File: src/rtl/xcvr_pkg.sv
package xcvr_pkg;
  // Control of one transfer direction after polarity normalisation.
  typedef struct packed {
    logic en;   // 1 = this block drives the destination bus
    logic sel;  // 1 = destination carries the opposite register
  } dir_ctrl_t;

  function automatic logic is_feedback(dir_ctrl_t to_a, dir_ctrl_t to_b);
    return to_a.en & to_b.en & ~to_a.sel & ~to_b.sel;
  endfunction
endpackage

File: src/rtl/xcvr_rst_sync.sv
module xcvr_rst_sync #(
  parameter int STAGES = 2
) (
  input  logic clk,
  input  logic rst_n,
  output logic rst_sync_n
);
  logic [STAGES-1:0] chain_q;
  logic [STAGES-1:0] chain_d;

  always_comb begin
    chain_d = {chain_q[STAGES-2:0], 1'b1};
  end

  always_ff @(posedge clk or negedge rst_n) begin
    if (!rst_n) chain_q <= '0;
    else        chain_q <= chain_d;
  end

  assign rst_sync_n = chain_q[STAGES-1];
endmodule

File: src/rtl/xcvr_cap_reg.sv
module xcvr_cap_reg #(
  parameter int W = 8
) (
  input  logic         clk,
  input  logic         rst_ni,
  input  logic         cap,
  input  logic [W-1:0] d,
  output logic [W-1:0] q
);
  logic         cap_q;
  logic         cap_rise;
  logic [W-1:0] q_nxt;

  always_comb begin
    cap_rise = cap & ~cap_q;
    q_nxt    = cap_rise ? d : q;
  end

  always_ff @(posedge clk or negedge rst_ni) begin
    if (!rst_ni) begin
      cap_q <= 1'b0;
      q     <= '0;
    end else begin
      cap_q <= cap;
      q     <= q_nxt;
    end
  end
endmodule

File: src/rtl/xcvr_route.sv
module xcvr_route
  import xcvr_pkg::*;
#(
  parameter int W = 8
) (
  input  dir_ctrl_t    to_a,
  input  dir_ctrl_t    to_b,
  input  logic [W-1:0] reg_a,
  input  logic [W-1:0] reg_b,
  input  logic [W-1:0] a_in,
  input  logic [W-1:0] b_in,
  input  logic [W-1:0] a_hold,
  input  logic [W-1:0] b_hold,
  output logic [W-1:0] a_pin,
  output logic [W-1:0] b_pin,
  output logic [W-1:0] a_drv,
  output logic [W-1:0] b_drv,
  output logic         loop
);
  logic [W-1:0] a_base;
  logic [W-1:0] b_base;

  always_comb begin
    loop   = is_feedback(to_a, to_b);
    // Pin value when this side is not a live copy of the other side.
    a_base = (to_a.en && to_a.sel) ? reg_b : a_in;
    b_base = (to_b.en && to_b.sel) ? reg_a : b_in;
    if (loop) begin
      a_pin = a_hold;
      b_pin = b_hold;
    end else begin
      a_pin = (to_a.en && !to_a.sel) ? b_base : a_base;
      b_pin = (to_b.en && !to_b.sel) ? a_base : b_base;
    end
    a_drv = to_a.sel ? reg_b : b_pin;
    b_drv = to_b.sel ? reg_a : a_pin;
  end
endmodule

File: src/rtl/dual_bus_xcvr.sv
module dual_bus_xcvr
  import xcvr_pkg::*;
#(
  parameter int W = 8
) (
  input  logic         clk,
  input  logic         rst_n,
  input  logic         a_cap,
  input  logic         b_cap,
  input  logic         ab_sel,
  input  logic         ba_sel,
  input  logic         ab_oe,
  input  logic         ba_oe_n,
  input  logic [W-1:0] a_in,
  input  logic [W-1:0] b_in,
  output logic [W-1:0] a_out,
  output logic         a_oe,
  output logic [W-1:0] b_out,
  output logic         b_oe,
  output logic [W-1:0] a_pin,
  output logic [W-1:0] b_pin
);
  logic         rst_ni;
  dir_ctrl_t    to_a;
  dir_ctrl_t    to_b;
  logic [W-1:0] reg_a;
  logic [W-1:0] reg_b;
  logic [W-1:0] a_hold;
  logic [W-1:0] b_hold;
  logic [W-1:0] a_hold_nxt;
  logic [W-1:0] b_hold_nxt;
  logic         loop;

  xcvr_rst_sync #(.STAGES(2)) u_rst (
    .clk        (clk),
    .rst_n      (rst_n),
    .rst_sync_n (rst_ni)
  );

  always_comb begin
    to_a.en  = ~ba_oe_n;
    to_a.sel = ba_sel;
    to_b.en  = ab_oe;
    to_b.sel = ab_sel;
  end

  xcvr_cap_reg #(.W(W)) u_reg_a (
    .clk    (clk),
    .rst_ni (rst_ni),
    .cap    (a_cap),
    .d      (a_pin),
    .q      (reg_a)
  );

  xcvr_cap_reg #(.W(W)) u_reg_b (
    .clk    (clk),
    .rst_ni (rst_ni),
    .cap    (b_cap),
    .d      (b_pin),
    .q      (reg_b)
  );

  xcvr_route #(.W(W)) u_route (
    .to_a   (to_a),
    .to_b   (to_b),
    .reg_a  (reg_a),
    .reg_b  (reg_b),
    .a_in   (a_in),
    .b_in   (b_in),
    .a_hold (a_hold),
    .b_hold (b_hold),
    .a_pin  (a_pin),
    .b_pin  (b_pin),
    .a_drv  (a_out),
    .b_drv  (b_out),
    .loop   (loop)
  );

  // Bus-keeper model: both hold registers track the resolved pins every cycle.
  always_comb begin
    a_hold_nxt = a_pin;
    b_hold_nxt = b_pin;
  end

  always_ff @(posedge clk or negedge rst_ni) begin
    if (!rst_ni) begin
      a_hold <= '0;
      b_hold <= '0;
    end else begin
      a_hold <= a_hold_nxt;
      b_hold <= b_hold_nxt;
    end
  end

  assign a_oe = to_a.en;
  assign b_oe = to_b.en;
endmodule

File: config.mk
export PLATFORM = sky130hd
export DESIGN_NAME = dual_bus_xcvr
export DESIGN_NICKNAME = d
export VERILOG_FILES = /design/src/rtl/xcvr_pkg.sv /design/src/rtl/xcvr_rst_sync.sv /design/src/rtl/xcvr_cap_reg.sv /design/src/rtl/xcvr_route.sv /design/src/rtl/dual_bus_xcvr.sv
export SDC_FILE = /design/constraint.sdc
export NUM_CORES = 1
export LEC_CHECK = 0
export BUFFER_PORTS_ARGS = -buffer_cell sky130_fd_sc_hd__buf_2
export CORE_ASPECT_RATIO = 1.25
export CORE_MARGIN = 4
export CORE_UTILIZATION = 25
export DETAILED_ROUTE_END_ITERATION = 10
export PLACE_DENSITY_LB_ADDON = 0.3
export SETUP_SLACK_MARGIN = 0.15
export SLEW_MARGIN = 20
export SYNTH_ARGS = -nofsm -noshare
export SYNTH_HDL_FRONTEND = slang
export SYNTH_SLANG_ARGS = --single-unit
File: constraint.sdc
create_clock -name clk -period 2.3 [get_ports clk]
set_clock_uncertainty 0.15 [all_clocks]
set_input_delay 0.575 -clock clk [delete_from_list [all_inputs] [get_ports clk]]
set_output_delay 0.575 -clock clk [all_outputs]
set_load 0.02 [all_outputs]
==> results.txt <==
largest fanout on the critical path - 5
Max Clock Freq - 401 MHz
final WL - 6300 microns
All-Layer GR Usage - 0.137
TritonCTS clock tree - done
DRT Pass-1 Iters - 4
Worst slew margin - 0.666
syn avg cell area - 10.9 sq um
post-DR wirelength/cell - 16.2 microns
Max IR drop VDD - 345 uV
Area Growth Syn to Fin - 116%
Rows - 34
Post-Synthesis Cells - 166
top cells by count, synth - dfrtp_1, mux2_2, nand2_1
Finished Core Util - 0.557
Top FF cell, synth - dfrtp_1
Final ANT Viol Nets - 0
DP Area - 0.00272 sq mm
Die Y - 103 microns
vias in the first global route - 1943
library cells used by synthesis - 29
Total Die Area - 0.00866 sq mm
status - complete, but fails checks
Data arrival, critical path - 1.77 ns
Synth area leader - dfrtp_1
Final period util - 1.08
CTS buffer count - 5
Worst-path clk slew - 0.08 ns
fin nets - 323
EDFF count, synth - 0
n_diodes - 0
first-pass GRT wire length - 9430 microns
ys async rst share - 1.00
Placer Congestion - 0.805
clk_lat worst skew - 0.29 ns
Final setup viols - 27
most common cell in the netlist - dfrtp_1
pwr/cell area - 621 mW/mm^2
Placeable Area - 0.00702 sq mm
fin. max-slew vios - 0
post-synthesis sequential area ratio - 0.498
Leak - 1.74 nW
Clock Path Buffers - 2
H-tree levels - 2
DRC Markers - 0
clock root cell - clkbuf_8
failing checks - setup timing
synthesized cell area - 0.00181 sq mm
Final Hold Fails - 0
Final min period - 2.49 ns
post-route setup slack - -0.193 ns
clock sink total - 36
hold_ws - 0.126 ns
pin count of the biggest net entering global routing - 35
DR iter-0 viols - 35
crit end category - output port
Vias/cell - 4.62
Ys Warns - 0
overall die width - 84.1 microns
Synth Net Count - 190
# IOs - 58
antenna violations before repair - 0
layout cells sized above 1 - 0.777
Final Instance Area - 0.00391 sq mm
Initial Util - 0.258
Port-buffer cells - 57
total of max-cap violations - 0
RSZ-0062 raised after global routing - true
Synth area leaders - dfrtp_1, mux2_2, nand2_1
Post-DP HPWL - 4190 microns
WS Path Type - input port to output port
Required @ worst endpoint - 1.57 ns
Yosys top cell area share - 0.498
Hold Crit Class - register to asynchronous set/reset pin
Vias - 1803
flops & latches, synth - 36
Worst-Margin Slew - 0.502 ns
CP Launch Type - input port
GR Overflow Total - 0
==> worst max-delay path, stage by stage <==
cell and delay [ns]:
buf_12 0.09, clkinvlp_4 0.12, buf_12 0.17, a221oi_4 0.29, o21ai_4 0.10, mux2_4 0.29
buf_6 0.13
==> cell type report <==
| class | instances | area (sq um) |
|---|---|---|
| clock inverter | 3 | 42.5 |
| inverter | 7 | 33.8 |
| tap | 90 | 113 |
| clock buffer | 5 | 68.8 |
| fill | 569 | 3110 |
| multi-input combinational | 112 | 1400 |
| sequential | 36 | 901 |
| timing repair buffer | 137 | 1350 |
==> power by group <==
group | internal (mW) | switching (mW)
logic | 0.605 | 0.448
registers | 0.725 | 0.0928
clock network | 0.321 | 0.235
total | 1.65 | 0.776
==> routing by layer <==
layer / GRT usage / routed length [microns]
met5: 0 / 0
met3: 0.0328 / 227
met2: 0.256 / 3430
met1: 0.150 / 2550
met4: 0.0520 / 98
==> cells in the final DEF (no fill, tap or decap), types with 9 or more instances in the layout <==
master	instances
buf_12	9
buf_2	21
buf_4	42
buf_6	59
dfrtp_1	36
mux2_2	11
mux2_4	11
nand2_1	14
o21ai_2	9
==> final timing paths <==
path | startpoint | slack [ns] | cells past startpoint | to
max in group asynchronous | rst_n | 1.46 | 2 | u_rst.chain_q[1]$_DFF_PN0_
worst min register to register | u_rst.chain_q[1]$_DFF_PN0_ | 0.13 | 1 | b_hold[3]$_DFF_PN0_
worst min-delay path | u_rst.chain_q[1]$_DFF_PN0_ | 0.13 | 1 | b_hold[3]$_DFF_PN0_
min in group clk | u_rst.chain_q[0]$_DFF_PN0_ | 0.21 | 0 | u_rst.chain_q[1]$_DFF_PN0_
worst max-delay path | ab_oe | -0.19 | 7 | a_out[6]
worst max register to register | u_reg_b.q[6]$_DFFE_PN0P_ | 0.30 | 11 | a_hold[6]$_DFF_PN0_
==> metrics by stage <==
| stage | total power [mW] | setup TNS [ns] | cells | setup WS (ns) |
|---|---|---|---|---|
| finish | 2.43 | -2.54 | 390 | -0.193 |
| global route | 2.54 | -3.88 | 390 | -0.240 |
| CTS | 2.32 | -2.64 | 374 | -0.207 |
| detailed placement | 1.47 | -6.94 | 337 | -0.294 |
| global placement | 1.46 | -6.66 | 337 | -0.284 |
| floorplan | 1.23 | -0.474 | 166 | -0.0629 |
==> what timing repair did <==
| item | 4_1_cts | 5_1_grt |
|---|---|---|
| pin swaps | 20 | 13 |
| setup endpoints to repair | 32 | 34 |
| buffers inserted | 28 | 16 |
| hold buffers | 1 | 0 |
| endpoints found under the hold margin | 2 | 0 |
| resized for setup | 129 | 37 |
==> state kept, by name, indices dropped and copies added (netlist names) <==
| signal | flops |
|---|---|
| u_reg_a.q | 8 |
| u_reg_b.cap_q | 1 |
| u_reg_b.q | 8 |
| u_reg_a.cap_q | 1 |
| a_hold | 8 |
| u_rst.chain_q | 2 |
| b_hold | 8 |
==> cells by family (layout without fill, tap and decap cells) <==
group	count (synthesis)	after routing	synth area share
muxes	22	22	0.137
and+or+nand+nor	42	42	0.125
AOI/OAI and AO/OA	47	47	0.194
buffers and inverters	18	152	0.0443
other	1	1	0.00207
DFF	36	36	0.498
Note: power is estimated with default switching activity, not from simulation.
